--- config.mk ---
export PLATFORM = sky130hd
export DESIGN_NAME = efg_frame_gen
export DESIGN_NICKNAME = d
export VERILOG_FILES = /design/src/rtl/efg_pkg.sv /design/src/rtl/efg_frame_setup.sv /design/src/rtl/efg_lane_map.sv /design/src/rtl/efg_fcs_calc.sv /design/src/rtl/efg_frame_gen.sv
export SDC_FILE = /design/constraint.sdc
export NUM_CORES = 1
export LEC_CHECK = 0
export BUFFER_PORTS_ARGS = -buffer_cell sky130_fd_sc_hd__buf_2
export CORE_AREA = 2 2 284 230
export DETAILED_ROUTE_END_ITERATION = 12
export DIE_AREA = 0 0 286 232
export GPL_TIMING_DRIVEN = 0
export MAX_ROUTING_LAYER = met4
export PLACE_DENSITY = 0.65
export SYNTH_ARGS = -nofsm -noshare
export SYNTH_HDL_FRONTEND = slang
export SYNTH_SLANG_ARGS = --single-unit
--- constraint.sdc ---
create_clock -name clk -period 37.6 [get_ports clk]
set_input_delay 0 -clock clk [delete_from_list [all_inputs] [get_ports clk]]
set_output_delay 0 -clock clk [all_outputs]
set_load 0.005 [all_outputs]
--- src/rtl/efg_pkg.sv ---
package efg_pkg;
  localparam logic [7:0]  PRE_BYTE  = 8'h55;
  localparam logic [7:0]  SFD_BYTE  = 8'hD5;
  localparam logic [31:0] CRC_REFL  = 32'hEDB88320;
  localparam logic [31:0] CRC_PRESET = 32'hFFFFFFFF;
  localparam int          TYPE_FLOOR = 1536;
  localparam int          BODY_MIN   = 60;   // destination through pad
  localparam int          HDR_LEN    = 14;   // addresses plus length/type
  localparam int          LEAD_LEN   = 8;    // preamble plus delimiter

  typedef enum logic [1:0] {ST_START, ST_GAP, ST_SEND} efg_state_t;

  function automatic logic [31:0] crc_step(input logic [31:0] c, input logic [7:0] b);
    logic [31:0] r;
    r = c ^ {24'h0, b};
    for (int k = 0; k < 8; k++) begin
      r = r[0] ? ((r >> 1) ^ CRC_REFL) : (r >> 1);
    end
    return r;
  endfunction
endpackage

--- src/rtl/efg_frame_setup.sv ---
module efg_frame_setup
  import efg_pkg::*;
#(
  parameter int MAX_PAYLOAD = 1500,
  parameter int PW = 11,
  parameter int LB = 3,
  parameter int GW = 16
) (
  input  logic              clk,
  input  logic              rst_n,
  input  logic              capture,
  input  logic [47:0]       cfg_dst,
  input  logic [47:0]       cfg_src,
  input  logic [15:0]       cfg_lentype,
  input  logic [10:0]       cfg_type_len,
  input  logic [7:0]        cfg_seed,
  output logic [47:0]       dst_q,
  output logic [47:0]       src_q,
  output logic [15:0]       lt_q,
  output logic [7:0]        seed_q,
  output logic [PW-1:0]     pay_end_q,
  output logic [PW-1:0]     body_end_q,
  output logic [PW-LB-1:0]  last_word_q,
  output logic [LB-1:0]     last_bytes_q
);
  localparam logic [PW-1:0] P_PAY  = PW'(LEAD_LEN + HDR_LEN);
  localparam logic [PW-1:0] P_BMIN = PW'(LEAD_LEN + BODY_MIN);
  localparam logic [PW-1:0] P_MAXP = PW'(MAX_PAYLOAD);

  logic [15:0]   raw_len;
  logic [PW-1:0] plen_c, pay_end_c, body_end_c, tail_c;

  always_comb begin
    raw_len = (cfg_lentype < 16'(TYPE_FLOOR)) ? cfg_lentype : {5'h0, cfg_type_len};
    plen_c  = (raw_len > 16'(MAX_PAYLOAD)) ? P_MAXP : PW'(raw_len);
    pay_end_c  = P_PAY + plen_c;
    body_end_c = (pay_end_c < P_BMIN) ? P_BMIN : pay_end_c;
    tail_c     = body_end_c + PW'(3);   // position of the final FCS byte
  end

  always_ff @(posedge clk) begin
    if (!rst_n) begin
      dst_q <= '0; src_q <= '0; lt_q <= '0; seed_q <= '0;
      pay_end_q <= P_PAY; body_end_q <= P_BMIN;
      last_word_q <= '0; last_bytes_q <= '0;
    end else if (capture) begin
      dst_q <= cfg_dst;
      src_q <= cfg_src;
      lt_q <= cfg_lentype;
      seed_q <= cfg_seed;
      pay_end_q <= pay_end_c;
      body_end_q <= body_end_c;
      last_word_q <= tail_c[PW-1:LB];
      last_bytes_q <= tail_c[LB-1:0];
    end
  end

  AST_PAD_FLOOR: assert property (@(posedge clk) disable iff (!rst_n)
    $past(capture) |-> (body_end_q >= P_BMIN) && (body_end_q <= PW'(LEAD_LEN + HDR_LEN + MAX_PAYLOAD)));
endmodule

--- src/rtl/efg_lane_map.sv ---
module efg_lane_map
  import efg_pkg::*;
#(
  parameter int LANES = 8,
  parameter int PW = 11,
  parameter int LB = 3
) (
  input  logic                 clk,
  input  logic                 rst_n,
  input  logic [PW-LB-1:0]     word_idx,
  input  logic [47:0]          dst_q,
  input  logic [47:0]          src_q,
  input  logic [15:0]          lt_q,
  input  logic [7:0]           seed_q,
  input  logic [PW-1:0]        pay_end_q,
  input  logic [PW-1:0]        body_end_q,
  output logic [LANES*8-1:0]   base_bytes,
  output logic [LANES-1:0]     body_mask,
  output logic [LANES-1:0]     fcs_mask,
  output logic [LANES*2-1:0]   fcs_sel
);
  localparam logic [PW-1:0] P_SFD = PW'(LEAD_LEN - 1);
  localparam logic [PW-1:0] P_DA  = PW'(LEAD_LEN);
  localparam logic [PW-1:0] P_SA  = PW'(LEAD_LEN + 6);
  localparam logic [PW-1:0] P_LT  = PW'(LEAD_LEN + 12);
  localparam logic [PW-1:0] P_PAY = PW'(LEAD_LEN + HDR_LEN);

  for (genvar g = 0; g < LANES; g++) begin : g_lane
    logic [PW-1:0] pos, rel;
    logic [7:0]    b;
    logic          in_body, in_fcs;
    always_comb begin
      pos = {word_idx, LB'(g)};
      rel = pos - body_end_q;
      in_body = (pos >= P_DA) && (pos < body_end_q);
      in_fcs  = (pos >= body_end_q) && (rel < PW'(4));
      if (pos < P_SFD)                b = PRE_BYTE;
      else if (pos == P_SFD)          b = SFD_BYTE;
      else if (pos < P_SA)            b = 8'(dst_q >> (8 * (5 - int'(pos - P_DA))));
      else if (pos < P_LT)            b = 8'(src_q >> (8 * (5 - int'(pos - P_SA))));
      else if (pos == P_LT)           b = lt_q[15:8];
      else if (pos == P_LT + PW'(1))  b = lt_q[7:0];
      else if (pos < pay_end_q)       b = seed_q + 8'(pos - P_PAY);
      else                            b = 8'h00;   // pad, FCS slot or unused lane
    end
    assign base_bytes[g*8 +: 8] = b;
    assign body_mask[g] = in_body;
    assign fcs_mask[g]  = in_fcs;
    assign fcs_sel[g*2 +: 2] = rel[1:0];
  end

  AST_FCS_LANES: assert property (@(posedge clk) disable iff (!rst_n)
    ($countones(fcs_mask) <= 4) && ((body_mask & fcs_mask) == '0));
endmodule

--- src/rtl/efg_fcs_calc.sv ---
module efg_fcs_calc
  import efg_pkg::*;
#(
  parameter int LANES = 8
) (
  input  logic               clk,
  input  logic               rst_n,
  input  logic               init,
  input  logic               advance,
  input  logic [LANES*8-1:0] bytes,
  input  logic [LANES-1:0]   mask,
  output logic [31:0]        crc_next
);
  logic [31:0] crc_q;

  always_comb begin
    crc_next = crc_q;
    for (int i = 0; i < LANES; i++) begin
      if (mask[i]) crc_next = crc_step(crc_next, bytes[i*8 +: 8]);
    end
  end

  always_ff @(posedge clk) begin
    if (!rst_n)       crc_q <= CRC_PRESET;
    else if (init)    crc_q <= CRC_PRESET;
    else if (advance) crc_q <= crc_next;
  end

  AST_CRC_IDLE: assert property (@(posedge clk) disable iff (!rst_n)
    (mask == '0) |-> (crc_next == crc_q));
endmodule

--- src/rtl/efg_frame_gen.sv ---
module efg_frame_gen
  import efg_pkg::*;
#(
  parameter int MAX_PAYLOAD = 1500,
  parameter int GW = 16
) (
  input  logic        clk,
  input  logic        rst_n,
  input  logic [47:0] cfg_dst,
  input  logic [47:0] cfg_src,
  input  logic [15:0] cfg_lentype,
  input  logic [10:0] cfg_type_len,
  input  logic [7:0]  cfg_seed,
  input  logic [15:0] cfg_gap,
  output logic [63:0] out_data,
  output logic        out_valid,
  input  logic        out_ready,
  output logic        out_sof,
  output logic        out_eof,
  output logic [2:0]  out_last_bytes
);
  localparam int LANES = 8;
  localparam int LB = $clog2(LANES);
  localparam int MAX_BYTES = LEAD_LEN + HDR_LEN + MAX_PAYLOAD + 4;
  localparam int PW = $clog2(MAX_BYTES + LANES);
  localparam int WW = PW - LB;

  efg_state_t        state;
  logic [WW-1:0]     word_q;
  logic [GW-1:0]     gap_q;
  logic              beat, capture;

  logic [47:0]       dst_q, src_q;
  logic [15:0]       lt_q;
  logic [7:0]        seed_q;
  logic [PW-1:0]     pay_end_q, body_end_q;
  logic [WW-1:0]     last_word_q;
  logic [LB-1:0]     last_bytes_q;

  logic [LANES*8-1:0] base_bytes;
  logic [LANES-1:0]   body_mask, fcs_mask;
  logic [LANES*2-1:0] fcs_sel;
  logic [31:0]        crc_next, fcs_val;

  assign out_valid = (state == ST_SEND);
  assign beat      = out_valid && out_ready;
  assign out_sof   = out_valid && (word_q == '0);
  assign out_eof   = out_valid && (word_q == last_word_q);
  assign capture   = (state == ST_START) || (beat && out_eof);
  assign out_last_bytes = out_eof ? last_bytes_q : LB'(LANES - 1);

  efg_frame_setup #(.MAX_PAYLOAD(MAX_PAYLOAD), .PW(PW), .LB(LB), .GW(GW)) u_setup (
    .clk(clk), .rst_n(rst_n), .capture(capture),
    .cfg_dst(cfg_dst), .cfg_src(cfg_src), .cfg_lentype(cfg_lentype),
    .cfg_type_len(cfg_type_len), .cfg_seed(cfg_seed),
    .dst_q(dst_q), .src_q(src_q), .lt_q(lt_q), .seed_q(seed_q),
    .pay_end_q(pay_end_q), .body_end_q(body_end_q),
    .last_word_q(last_word_q), .last_bytes_q(last_bytes_q)
  );

  efg_lane_map #(.LANES(LANES), .PW(PW), .LB(LB)) u_lanes (
    .clk(clk), .rst_n(rst_n), .word_idx(word_q),
    .dst_q(dst_q), .src_q(src_q), .lt_q(lt_q), .seed_q(seed_q),
    .pay_end_q(pay_end_q), .body_end_q(body_end_q),
    .base_bytes(base_bytes), .body_mask(body_mask),
    .fcs_mask(fcs_mask), .fcs_sel(fcs_sel)
  );

  efg_fcs_calc #(.LANES(LANES)) u_fcs (
    .clk(clk), .rst_n(rst_n), .init(capture), .advance(beat),
    .bytes(base_bytes), .mask(body_mask), .crc_next(crc_next)
  );

  assign fcs_val = ~crc_next;

  for (genvar g = 0; g < LANES; g++) begin : g_out
    assign out_data[g*8 +: 8] = fcs_mask[g] ? 8'(fcs_val >> (8 * int'(fcs_sel[g*2 +: 2])))
                                            : base_bytes[g*8 +: 8];
  end

  always_ff @(posedge clk) begin
    if (!rst_n) begin
      state  <= ST_START;
      word_q <= '0;
      gap_q  <= '0;
    end else if (capture) begin
      word_q <= '0;
      gap_q  <= GW'(cfg_gap);
      state  <= (cfg_gap == '0) ? ST_SEND : ST_GAP;
    end else if (state == ST_GAP) begin
      gap_q <= gap_q - GW'(1);
      if (gap_q == GW'(1)) state <= ST_SEND;
    end else if (beat) begin
      word_q <= word_q + WW'(1);
    end
  end

  AST_HOLD_STABLE: assert property (@(posedge clk) disable iff (!rst_n)
    (out_valid && !out_ready) |=> out_valid && $stable(out_data) && $stable(out_eof)
                                   && $stable(out_sof) && $stable(out_last_bytes));
  AST_SOF_ALONE: assert property (@(posedge clk) disable iff (!rst_n)
    out_sof |-> !out_eof);
  AST_EOF_CLOSES: assert property (@(posedge clk) disable iff (!rst_n)
    (beat && out_eof) |=> !out_eof);
endmodule

==> flow_summary.json <==
{
  "layout.cells.non_filler": 4759,
  "ys_seq_area_frac": 0.153,
  "first_iter_violations": 4230,
  "dr.pass1.iters": 8,
  "synthCells": 3503,
  "wire_per_inst_um": 26.7,
  "synth_seq_cells": 211,
  "skew_ns": 0.0177,
  "yosysWarnings": 0,
  "drc": 0,
  "clkTransAtPathRegs_ns": 0.08,
  "p_sw_uw": 211,
  "chipHeight_um": 232,
  "slew_violations": 0,
  "peakVddDrop_mv": 0.0264,
  "synth-main-ff-cell": "dfxtp_1",
  "pin_count": 220,
  "row_count": 83,
  "power.share.clock": 0.375,
  "avgSynthCellArea_um2": 7.90,
  "initial_core_util": 0.436,
  "cts_tree": "built",
  "routed_wirelength_mm": 127,
  "final.setup.tns_ns": 0,
  "slew_headroom": 0.0475,
  "synth_cell_types": 122,
  "cts_made_buffers": 23,
  "die_x_um": 286,
  "coreArea_um2": 63600,
  "critPathLaunchType": "flip-flop",
  "place_congestion": 1.11,
  "p_leak_uw": 0.0133,
  "post_cts_buffers": 0,
  "fmax_ghz": 0.0504,
  "htreeDepth": 1,
  "via_count": 29600,
  "area_growth_pct": 15.8,
  "clock_latency_ns": 0.56,
  "switching_share": 0.329,
  "grt_pass1_vias": 26700,
  "grt_pass1_wl_mm": 182,
  "status": "finished, final reports clean",
  "synth-async-reset-ratio": 0,
  "fin_ws_ns": 17.76,
  "power_frac_comb": 0.238,
  "setup_viol": 0,
  "track_usage": 0.381,
  "p_int_uw": 430,
  "worstSetupPathType": "reg -> out",
  "fillers": 6298,
  "cp_max_fo": 11,
  "cts_sinks": 211,
  "pre_cts_ws_ns": 19.35,
  "post-route-period-util": 0.528,
  "endpoint_kind": "output pin",
  "synth-edff-count": 0,
  "place_hpwl_mm": 103,
  "hold_viol": 0,
  "antenna_left": 0,
  "ctsResizeCount": 0,
  "die_area_um2": 66400,
  "cp_slowest_cell": "nor3_1",
  "powerDensity_nw_per_um2": 20.0,
  "tightestPinTransition_ns": 1.42,
  "seqPwrFrac": 0.386,
  "rsz0062_at_grt": "no",
  "cap_violations": 0,
  "synth_area_um2": 27700,
  "period_needed_ns": 19.84,
  "hold_class": "in -> reg",
  "design_power_total_uw": 641,
  "clk_path_buf_depth": 3,
  "cts_hold_buf": 137,
  "slowest_delay_ns": 0.88,
  "place_inst": 4579,
  "globalRouteOverflowTotal": 0,
  "viasPerCell": 6.22,
  "cts_root_buf": "clkbuf_16",
  "grt_start_max_net_pins": 15,
  "syn_nets": 3727,
  "holdWs_ns": 0.0470,
  "worst_ep_required_time_ns": 37.60,
  "portBuffers": 218,
  "nets": 4115,
  "antenna_found_initial": 2,
  "drive_above_1_share": 0.119,
  "crit_arrival_ns": 19.84
}
==> registers in the layout, summed over array words and instances, names as in the netlist <==
signal	flops
state	2
u_setup.lt_q	16
u_setup.src_q	48
u_setup.body_end_q	11
u_setup.last_word_q	8
u_setup.dst_q	48
u_setup.pay_end_q	11
gap_q	16
u_setup.seed_q	8
u_setup.last_bytes_q	3
word_q	8
u_fcs.crc_q	32
==> metrics by stage <==
stage          cell area [um2]   util
6_report                 32100  0.505
5_1_grt                  32100  0.504
4_1_cts                  32100  0.504
3_5_place_dp             29900  0.471
3_3_place_gp             29800  0.470
2_1_floorplan            27700      -
==> final timing paths <==
| kind | startpoint | endpoint | slack (ns) | cells past startpoint |
|---|---|---|---|---|
| max | word_q[0]$_SDFFE_PP0P_ | out_data[36] | 17.76 | 49 |
| min | cfg_type_len[10] | u_setup.last_word_q[7]$_SDFFE_PN0P_ | 0.05 | 4 |
| max reg2reg | word_q[0]$_SDFFE_PP0P_ | u_fcs.crc_q[17]$_SDFFE_PP1P_ | 19.37 | 48 |
| min reg2reg | u_setup.src_q[39]$_SDFFE_PN0P_ | u_setup.src_q[39]$_SDFFE_PN0P_ | 0.46 | 2 |
==> placed cells by master (no fill, tap or decap), drive strengths merged, types with 14 or more instances in the layout <==
cell type    count
a22o            14
or3             19
a22oi           27
nor3            56
buf            262
nand4           37
a211o           16
a21o            28
dlygate4sd3    137
clkbuf         209
nand3           68
nor2b           16
and2            40
nand2b          20
dfxtp          211
xor3            22
xnor2          388
and3            37
mux2            36
nand2          550
nor2           261
nor4            31
a21oi          220
o21ai          206
mux2i          122
xor2           158
a211oi          23
a21boi         140
a221oi          19
o211ai          27
o31ai           20
a31oi           36
ha              67
o21a            22
mux4            20
xnor3           82
inv             81
==> power groups by stage <==
stage               Clock, uW  Sequential [uW]  Combinational (uW)
floorplan                   0              247                89.6
global placement            0              252                 134
detailed placement          0              252                 134
CTS                       240              247                 146
global route              248              248                 162
finish                    241              248                 153
==> final cells by class <==
class                   count  area (um2)  share of cell area
diodes                      3        7.51            0.000234
multi-input cells        2995       22300               0.697
flip-flops and latches    211        4220               0.132
inverters                  80         300             0.00936
clock buffers              28         634              0.0198
clock inverters            12         129             0.00402
well taps                 850        1060              0.0332
plain buffers             217         851              0.0265
repair buffers            363        2520              0.0785
==> cell families after synthesis <==
group / Yosys count / share of synthesized area
and+or+nand+nor: 1180 / 0.193
AOI/OAI and AO/OA: 913 / 0.225
xor gates and xnor gates: 650 / 0.275
buffers and inverters: 297 / 0.0416
DFF: 211 / 0.153
muxes: 178 / 0.0778
adders and majority gates: 74 / 0.0353
==> routing by layer <==
layer | GRT usage | part of all wire
met4 | 0.0969 | 0.033
met3 | 0.120 | 0.15
met1 | 0.552 | 0.44
met5 | - | 0
met2 | 0.498 | 0.38
==> critical path, delay by kind of cell (launching register included) <==
family	cells	cell delay (ns)
adder cells (fa/ha/maj)	2	0.65
XOR/XNOR	13	5.20
AND/OR/NAND/NOR	10	3.30
buffers and inverters	11	4.24
AO/OA/AOI/OAI	9	3.35
multiplexers	4	1.84
flip-flops	1	0.63
==> Yosys cell counts (19+ instances only) <==
cell | number | area (um2)
nand2_1 | 550 | 2060
nor4_1 | 29 | 181
a21o_1 | 27 | 203
o21ai_1 | 22 | 110
a21oi_1 | 210 | 1050
and2_1 | 39 | 244
or3_1 | 19 | 119
xor2_1 | 144 | 1260
o21a_1 | 22 | 165
nand4_1 | 37 | 231
mux4_2 | 20 | 450
clkbuf_1 | 181 | 679
xnor2_1 | 364 | 3190
o21ai_0 | 182 | 911
o211ai_1 | 26 | 195
inv_1 | 75 | 282
mux2i_1 | 113 | 1130
a22oi_1 | 27 | 203
a21boi_0 | 138 | 1040
and3_1 | 37 | 231
xnor3_1 | 77 | 1730
dfxtp_1 | 211 | 4220
nor2_1 | 260 | 976
a31oi_1 | 34 | 213
a211oi_1 | 21 | 158
mux2_2 | 33 | 372
nand2b_1 | 20 | 125
ha_1 | 67 | 838
nand3_1 | 66 | 330
nor3_1 | 55 | 275
Power figures use the tool's default switching activity.
